<file path="config.mk">
export PLATFORM = sky130hd
export DESIGN_NAME = irqCtrlTop
export DESIGN_NICKNAME = d
export VERILOG_FILES = /design/src/rtl/irq_ctrl_pkg.sv /design/src/rtl/irqSync.sv /design/src/rtl/irqCtrl.sv /design/src/rtl/irqDatapath.sv /design/src/rtl/irqCtrlTop.sv
export SDC_FILE = /design/constraint.sdc
export NUM_CORES = 1
export LEC_CHECK = 0
export BUFFER_PORTS_ARGS = -buffer_cell sky130_fd_sc_hd__buf_2
export CORE_ASPECT_RATIO = 1.75
export CORE_MARGIN = 3
export CORE_UTILIZATION = 63
export CTS_BUF_LIST = sky130_fd_sc_hd__clkbuf_16
export DETAILED_ROUTE_END_ITERATION = 12
export PLACE_DENSITY = 0.93
export SYNTH_ARGS = -nofsm -noshare
export SYNTH_HDL_FRONTEND = slang
export SYNTH_SLANG_ARGS = --single-unit
</file>
<file path="constraint.sdc">
create_clock -name clk -period 3.5 [get_ports clk]
set_input_delay 0.175 -clock clk [delete_from_list [all_inputs] [get_ports clk]]
set_output_delay 0.175 -clock clk [all_outputs]
set_load 0.01 [all_outputs]
</file>
<file path="src/rtl/irq_ctrl_pkg.sv">
package irq_ctrl_pkg;

  typedef enum logic [2:0] {
    RSEL_NONE   = 3'd0,
    RSEL_STATUS = 3'd1,
    RSEL_ENABLE = 3'd2,
    RSEL_CLASS  = 3'd3,
    RSEL_POL    = 3'd4,
    RSEL_TRIG   = 3'd5,
    RSEL_MASKED = 3'd6,
    RSEL_VECCFG = 3'd7
  } rdSel_e;

  typedef struct packed {
    logic   wrStatus;
    logic   wrEnable;
    logic   wrClass;
    logic   wrPol;
    logic   wrTrig;
    logic   wrVecCfg;
    logic   rdEn;
    rdSel_e rdSel;
  } regStrobe_t;

endpackage

</file>
<file path="src/rtl/irqSync.sv">
module irqSync #(
  parameter int WIDTH = 32
) (
  input  logic             clk,
  input  logic             rst,
  input  logic [WIDTH-1:0] asyncIn,
  output logic [WIDTH-1:0] syncOut
);

  logic [WIDTH-1:0] stage1;
  logic [WIDTH-1:0] stage2;

  always_ff @(posedge clk) begin
    if (rst) begin
      stage1 <= '0;
      stage2 <= '0;
    end else begin
      stage1 <= asyncIn;
      stage2 <= stage1;
    end
  end

  assign syncOut = stage2;

endmodule

</file>
<file path="src/rtl/irqCtrl.sv">
module irqCtrl
  import irq_ctrl_pkg::*;
#(
  parameter int ADDR_W = 4
) (
  input  logic [ADDR_W-1:0] busAddr,
  input  logic              busWr,
  input  logic              busRd,
  output regStrobe_t        strobe
);

  localparam logic [ADDR_W-1:0] OFF_STATUS = ADDR_W'(0);
  localparam logic [ADDR_W-1:0] OFF_ENABLE = ADDR_W'(2);
  localparam logic [ADDR_W-1:0] OFF_CLASS  = ADDR_W'(3);
  localparam logic [ADDR_W-1:0] OFF_POL    = ADDR_W'(4);
  localparam logic [ADDR_W-1:0] OFF_TRIG   = ADDR_W'(5);
  localparam logic [ADDR_W-1:0] OFF_MASKED = ADDR_W'(6);
  localparam logic [ADDR_W-1:0] OFF_VEC    = ADDR_W'(7);
  localparam logic [ADDR_W-1:0] OFF_VECCFG = ADDR_W'(8);

  always_comb begin
    strobe = '0;
    strobe.rdEn = busRd;
    case (busAddr)
      OFF_STATUS: begin strobe.wrStatus = busWr; strobe.rdSel = RSEL_STATUS; end
      OFF_ENABLE: begin strobe.wrEnable = busWr; strobe.rdSel = RSEL_ENABLE; end
      OFF_CLASS:  begin strobe.wrClass  = busWr; strobe.rdSel = RSEL_CLASS;  end
      OFF_POL:    begin strobe.wrPol    = busWr; strobe.rdSel = RSEL_POL;    end
      OFF_TRIG:   begin strobe.wrTrig   = busWr; strobe.rdSel = RSEL_TRIG;   end
      OFF_MASKED: begin strobe.rdSel    = RSEL_MASKED; end
      OFF_VEC:    begin strobe.rdSel    = RSEL_NONE;   end
      OFF_VECCFG: begin strobe.wrVecCfg = busWr; strobe.rdSel = RSEL_VECCFG; end
      default:    begin strobe.rdSel    = RSEL_NONE;   end
    endcase
  end

endmodule

</file>
<file path="src/rtl/irqDatapath.sv">
module irqDatapath
  import irq_ctrl_pkg::*;
#(
  parameter int NUM_SRC = 32,
  parameter int DATA_W  = 32
) (
  input  logic               clk,
  input  logic               rst,
  input  logic [NUM_SRC-1:0] irqIn,
  input  regStrobe_t         strobe,
  input  logic [DATA_W-1:0]  wrData,
  output logic [DATA_W-1:0]  rdData,
  output logic               irqNonCrit,
  output logic               irqCrit
);

  localparam logic [NUM_SRC-1:0] POL_RST = '1;

  logic [NUM_SRC-1:0] inBits;
  logic [NUM_SRC-1:0] syncBits;
  logic [NUM_SRC-1:0] prevBits;
  logic [NUM_SRC-1:0] statusReg;
  logic [NUM_SRC-1:0] enableReg;
  logic [NUM_SRC-1:0] classReg;
  logic [NUM_SRC-1:0] polReg;
  logic [NUM_SRC-1:0] trigReg;
  logic [DATA_W-1:0]  vecCfgReg;
  logic [NUM_SRC-1:0] wrBits;
  logic [NUM_SRC-1:0] activeLvl;
  logic [NUM_SRC-1:0] riseEv;
  logic [NUM_SRC-1:0] fallEv;
  logic [NUM_SRC-1:0] edgeEv;
  logic [NUM_SRC-1:0] levelEv;
  logic [NUM_SRC-1:0] setEv;
  logic [NUM_SRC-1:0] clrReq;
  logic [NUM_SRC-1:0] maskedBits;
  logic [DATA_W-1:0]  rdVal;

  // Source n lands on register bit NUM_SRC-1-n.
  for (genvar n = 0; n < NUM_SRC; n++) begin : g_bitmap
    assign inBits[NUM_SRC-1-n] = irqIn[n];
  end

  irqSync #(.WIDTH(NUM_SRC)) u_sync (
    .clk     (clk),
    .rst     (rst),
    .asyncIn (inBits),
    .syncOut (syncBits)
  );

  assign wrBits    = wrData[NUM_SRC-1:0];
  assign activeLvl = ~(syncBits ^ polReg);
  // Edges compare raw synchronised samples, so a polarity write alone
  // never looks like a transition.
  assign riseEv    = syncBits & ~prevBits;
  assign fallEv    = ~syncBits & prevBits;
  assign edgeEv    = trigReg & ((polReg & riseEv) | (~polReg & fallEv));
  assign levelEv   = ~trigReg & activeLvl;
  assign setEv     = edgeEv | levelEv;
  assign clrReq    = strobe.wrStatus ? wrBits : '0;
  assign maskedBits = statusReg & enableReg;

  always_ff @(posedge clk) begin
    if (rst) begin
      prevBits  <= '0;
      statusReg <= '0;
      enableReg <= '0;
      classReg  <= '0;
      polReg    <= POL_RST;
      trigReg   <= '0;
      vecCfgReg <= '0;
    end else begin
      prevBits  <= syncBits;
      statusReg <= setEv | (statusReg & ~clrReq);
      if (strobe.wrEnable) enableReg <= wrBits;
      if (strobe.wrClass)  classReg  <= wrBits;
      if (strobe.wrPol)    polReg    <= wrBits;
      if (strobe.wrTrig)   trigReg   <= wrBits;
      if (strobe.wrVecCfg) vecCfgReg <= wrData;
    end
  end

  assign irqNonCrit = |(maskedBits & ~classReg);
  assign irqCrit    = |(maskedBits & classReg);

  always_comb begin
    case (strobe.rdSel)
      RSEL_STATUS: rdVal = DATA_W'(statusReg);
      RSEL_ENABLE: rdVal = DATA_W'(enableReg);
      RSEL_CLASS:  rdVal = DATA_W'(classReg);
      RSEL_POL:    rdVal = DATA_W'(polReg);
      RSEL_TRIG:   rdVal = DATA_W'(trigReg);
      RSEL_MASKED: rdVal = DATA_W'(maskedBits);
      RSEL_VECCFG: rdVal = vecCfgReg;
      default:     rdVal = '0;
    endcase
  end

  always_ff @(posedge clk) begin
    if (rst) begin
      rdData <= '0;
    end else if (strobe.rdEn) begin
      rdData <= rdVal;
    end
  end


  level_hold_chk: assert property (@(posedge clk) disable iff (rst)
    (levelEv != '0) |=> ((statusReg & $past(levelEv)) == $past(levelEv)));


  w1c_clear_chk: assert property (@(posedge clk) disable iff (rst)
    strobe.wrStatus |=> ((statusReg & $past(wrBits & ~setEv)) == '0));


  edge_hold_chk: assert property (@(posedge clk) disable iff (rst)
    (((statusReg & trigReg) != '0) && !strobe.wrStatus)
      |=> ((statusReg & $past(statusReg & trigReg)) == $past(statusReg & trigReg)));


  crit_src_chk: assert property (@(posedge clk) disable iff (rst)
    irqCrit |-> ((statusReg & enableReg & classReg) != '0));


  noncrit_src_chk: assert property (@(posedge clk) disable iff (rst)
    irqNonCrit |-> ((statusReg & enableReg & ~classReg) != '0));


  masked_subset_chk: assert property (@(posedge clk) disable iff (rst)
    (strobe.rdEn && strobe.rdSel == RSEL_MASKED)
      |=> ((rdData[NUM_SRC-1:0] & ~$past(statusReg)) == '0));


  vec_zero_chk: assert property (@(posedge clk) disable iff (rst)
    (strobe.rdEn && strobe.rdSel == RSEL_NONE) |=> (rdData == '0));

endmodule

</file>
<file path="src/rtl/irqCtrlTop.sv">
module irqCtrlTop
  import irq_ctrl_pkg::*;
#(
  parameter int NUM_SRC = 32,
  parameter int DATA_W  = 32,
  parameter int ADDR_W  = 4
) (
  input  logic               clk,
  input  logic               rst,
  input  logic [NUM_SRC-1:0] irqIn,
  input  logic [ADDR_W-1:0]  busAddr,
  input  logic [DATA_W-1:0]  busWrData,
  input  logic               busWr,
  input  logic               busRd,
  output logic [DATA_W-1:0]  busRdData,
  output logic               irqNonCrit,
  output logic               irqCrit
);

  regStrobe_t strobe;

  irqCtrl #(.ADDR_W(ADDR_W)) u_ctrl (
    .busAddr (busAddr),
    .busWr   (busWr),
    .busRd   (busRd),
    .strobe  (strobe)
  );

  irqDatapath #(.NUM_SRC(NUM_SRC), .DATA_W(DATA_W)) u_dp (
    .clk        (clk),
    .rst        (rst),
    .irqIn      (irqIn),
    .strobe     (strobe),
    .wrData     (busWrData),
    .rdData     (busRdData),
    .irqNonCrit (irqNonCrit),
    .irqCrit    (irqCrit)
  );

endmodule

</file>
==> impl_metrics.env <==
export IMPL_synth_edff_count=0
export IMPL_number_of_vias_per_cell=6.63
export IMPL_p_leak_nw=5.83
export IMPL_grt_setup_unrepaired="false"
export IMPL_syn_num_nets=1670
export IMPL_post_synth_cell_area_avg_um2=8.34
export IMPL_peak_ir_drop_on_the_vdd_network_mv=0.496
export IMPL_htreeDepth=1
export IMPL_hold_worst_slack_ps=76.7
export IMPL_clock_sinks=320
export IMPL_cellPowerDensity_mw_per_mm2=479
export IMPL_synth_async_reset_ratio_pct=0
export IMPL_power_switching_fraction_pct=24.2
export IMPL_fmax_mhz=445
export IMPL_maximum_number_of_pins_on_one_net_before_global_route_repair=104
export IMPL_portion_of_total_power_attributed_to_combinational_logic_pct=7.5
export IMPL_slowest_cp_cell="dfxtp_1"
export IMPL_die_width_um=116
export IMPL_drt_iter0_markers=1734
export IMPL_floorplan_die_height_um=198
export IMPL_critical_path_startpoint_type="flip-flop"
export IMPL_setup_tns_ps=0
export IMPL_place_port_buffers=105
export IMPL_finalWirelength_um=44700
export IMPL_syn_cell_area_mm2=0.0133
export IMPL_worstHoldPathType="input pin to flip-flop"
export IMPL_timing_critical_path_to_type="output port"
export IMPL_report_final_slew_viol_count=0
export IMPL_grt_first_pass_wirelength_um=68700
export IMPL_run_status="complete, no violations"
export IMPL_drv_max_cap_violation_count=0
export IMPL_dp_hpwl_um=28100
export IMPL_power_report_internal_total_mw=5.59
export IMPL_std_cell_rows=69
export IMPL_initial_utilization_pct=64.9
export IMPL_syn_to_final_growth_pct=15.5
export IMPL_final_min_period_over_clock_period_pct=64.1
export IMPL_syn_inst=1598
export IMPL_drc=0
export IMPL_fin_total_pwr_mw=7.38
export IMPL_timing_final_hold_violations=0
export IMPL_pwr_share_clk_pct=40.5
export IMPL_relSlewSlack_pct=25.9
export IMPL_power_frac_seq_pct=52.0
export IMPL_yosys_register_bits=320
export IMPL_yosys_warnings=0
export IMPL_post_synth_num_cell_types=59
export IMPL_pin_count=106
export IMPL_critical_path_class="flip-flop to output port"
export IMPL_cts_buffers=28
export IMPL_coreArea_mm2=0.0205
export IMPL_routed_wire_length_per_instance_um=22.5
export IMPL_worst_setup_hold_path_clk_slew_ps=60
export IMPL_critical_path_required_ps=3320
export IMPL_ys_flop_type="dfxtp_1"
export IMPL_detailedRoute_firstPassIterationCount=8
export IMPL_top_fanout_value_on_the_critical_path=4
export IMPL_clock_tree_buffer_depth=3
export IMPL_tightestPinTransition_ps=1110
export IMPL_first_global_vias=13000
export IMPL_synth_yosys_seq_area_share_pct=48.0
export IMPL_finalSetupViolCount=0
export IMPL_cts_tree="done"
export IMPL_globalRoute_totalOverflow=0
export IMPL_finalWorstPathRequiredPeriod_ps=2250
export IMPL_globalplace_congestion=1.01
export IMPL_crit_chain="nand3_1 > nand4_1 > nor4_1 > nand2_1 > buf_2"
export IMPL_clock_tree_root_cell="clkbuf_16"
export IMPL_drtAntennaViolNets=0
export IMPL_antenna_found_initial=0
export IMPL_worst_ep_arrival_time_ps=2070
export IMPL_ratio_of_cells_with_drive_above_1_in_the_final_layout_pct=10.7
export IMPL_critical_path_max_stage_delay_ps=410
export IMPL_area_enclosed_by_the_die_boundary_mm2=0.0230
export IMPL_cts_resized=0
export IMPL_finClkSkew_ps=18.8
export IMPL_later_pin_clock_latency_in_the_skew_report_ps=560
export IMPL_routed_via_count=13200
export IMPL_fin_nets=1791
export IMPL_grt_util_all_layers_pct=38.3
export IMPL_p_switching_mw=1.79
## cells by family (layout without fill, tap and decap cells)
| family | after synthesis | count (layout) | share of synthesized area, % |
|---|---|---|---|
| flip-flops | 320 | 320 | 48.0 |
| other | 0 | 1 | 0 |
| AND/OR/NAND/NOR | 691 | 691 | 25.2 |
| buffers and inverters | 146 | 286 | 5.03 |
| AO/OA/AOI/OAI | 424 | 424 | 20.4 |
| multiplexers | 17 | 17 | 1.30 |
## registers in the layout, indices dropped and copies added (netlist names)
| name | flops |
|---|---|
| u_dp.classReg | 32 |
| u_dp.enableReg | 32 |
| u_dp.polReg | 32 |
| u_dp.prevBits | 32 |
| u_dp.rdData | 32 |
| u_dp.statusReg | 32 |
| u_dp.trigReg | 32 |
| u_dp.u_sync.stage1 | 32 |
| u_dp.u_sync.syncOut | 32 |
| u_dp.vecCfgReg | 32 |
## worst max-delay path: cells and delay by family (launching register included)
| family | cells | cell delay, ps |
|---|---|---|
| buffers and inverters | 1 | 180 |
| AND/OR/NAND/NOR | 4 | 930 |
| flip-flops | 1 | 410 |
## through the flow
step | area (um^2) | util [%] | instances | setup slack (ps)
after global routing | 15400 | 74.9 | 1986 | 1270
after global placement | 13900 | 67.6 | 1873 | 1070
after detailed placement | 13900 | 67.6 | 1873 | 982
after CTS | 15400 | 74.9 | 1986 | 1320
after floorplan | 13300 | - | 1598 | 2080
final | 15400 | 74.9 | 1987 | 1250
## path summary, 6_finish.rpt
path	from	to	slack, ps	cells past startpoint
worst max-delay path	u_dp.statusReg[29]$_SDFF_PP0_	irqCrit	1250	5
worst min-delay path	busRd	u_dp.rdData[0]$_SDFFE_PP0P_	80	4
worst max register to register	u_dp.statusReg[27]$_SDFF_PP0_	u_dp.rdData[27]$_SDFFE_PP0P_	1870	4
worst min register to register	u_dp.u_sync.stage1[18]$_SDFF_PP0_	u_dp.u_sync.syncOut[18]$_SDFF_PP0_	430	1
## Yosys cell counts, types with 3 or more instances
master / number / area, um^2
a2111oi_0: 8 / 70.1
a211o_1: 32 / 280
a211oi_1: 11 / 82.6
a21oi_1: 169 / 846
a221o_1: 8 / 80.1
a221oi_1: 4 / 35.0
a22o_1: 21 / 184
a22oi_1: 17 / 128
a31oi_1: 34 / 213
a32o_1: 6 / 60.1
a32oi_1: 14 / 123
and3_1: 8 / 50.1
and3b_1: 13 / 114
buf_1: 3 / 11.3
buf_2: 40 / 200
buf_4: 5 / 37.5
buf_6: 7 / 78.8
clkbuf_1: 53 / 199
dfxtp_1: 320 / 6410
inv_1: 37 / 139
mux2_2: 3 / 33.8
mux2i_1: 14 / 140
nand2_1: 345 / 1290
nand2b_1: 12 / 75.1
nand3_1: 40 / 200
nand3b_1: 6 / 45.0
nand4_1: 9 / 56.3
nor2_1: 40 / 150
nor2b_1: 143 / 895
nor3_1: 51 / 255
nor4_1: 7 / 43.8
o2111ai_1: 8 / 70.1
o211ai_1: 7 / 52.6
o21ai_0: 51 / 255
o21ai_1: 8 / 40.0
o22ai_1: 12 / 75.1
o31a_1: 3 / 26.3
## cells in the final DEF (no fill, tap or decap), drive strengths merged, types with 12 or more instances in the layout
| cell | count |
|---|---|
| nand2 | 346 |
| nor2b | 143 |
| o22ai | 12 |
| mux2i | 14 |
| a22o | 21 |
| nand2b | 12 |
| a21oi | 169 |
| nand3 | 40 |
| a32oi | 14 |
| dlygate4sd3 | 64 |
| a31oi | 34 |
| and3b | 13 |
| buf | 136 |
| dfxtp | 320 |
| a211o | 32 |
| o21ai | 59 |
| a22oi | 17 |
| nor3 | 51 |
| inv | 45 |
| nor2 | 41 |
| clkbuf | 29 |
## power groups by stage
stage / clock network, mW / registers, mW / logic (mW)
after global placement: 0 / 3.91 / 0.459
after detailed placement: 0 / 3.91 / 0.473
final: 2.99 / 3.84 / 0.554
after CTS: 2.98 / 3.83 / 0.532
after floorplan: 0 / 3.88 / 0.307
after global routing: 3.14 / 3.85 / 0.591
## routing by layer
layer	track usage, %	part of all wire, %
met1	42.8	34
met2	63.1	48
met3	7.40	9.3
met4	29.9	9.0
met5	0	0
## repair_timing
item	4_1_cts	5_1_grt
endpoints found under the hold margin	161	0
hold buffers	64	0
buffers inserted	0	0
## area by class of cell
cell class	count	area, um^2
timing repair buffer	200	1420
tap	248	310
multi-input combinational	1132	6260
inverter	37	139
fill	1425	5150
sequential	320	6410
clock buffer	29	726
antenna	1	2.50
clock inverter	20	136
(Power assumes the default switching activity.)
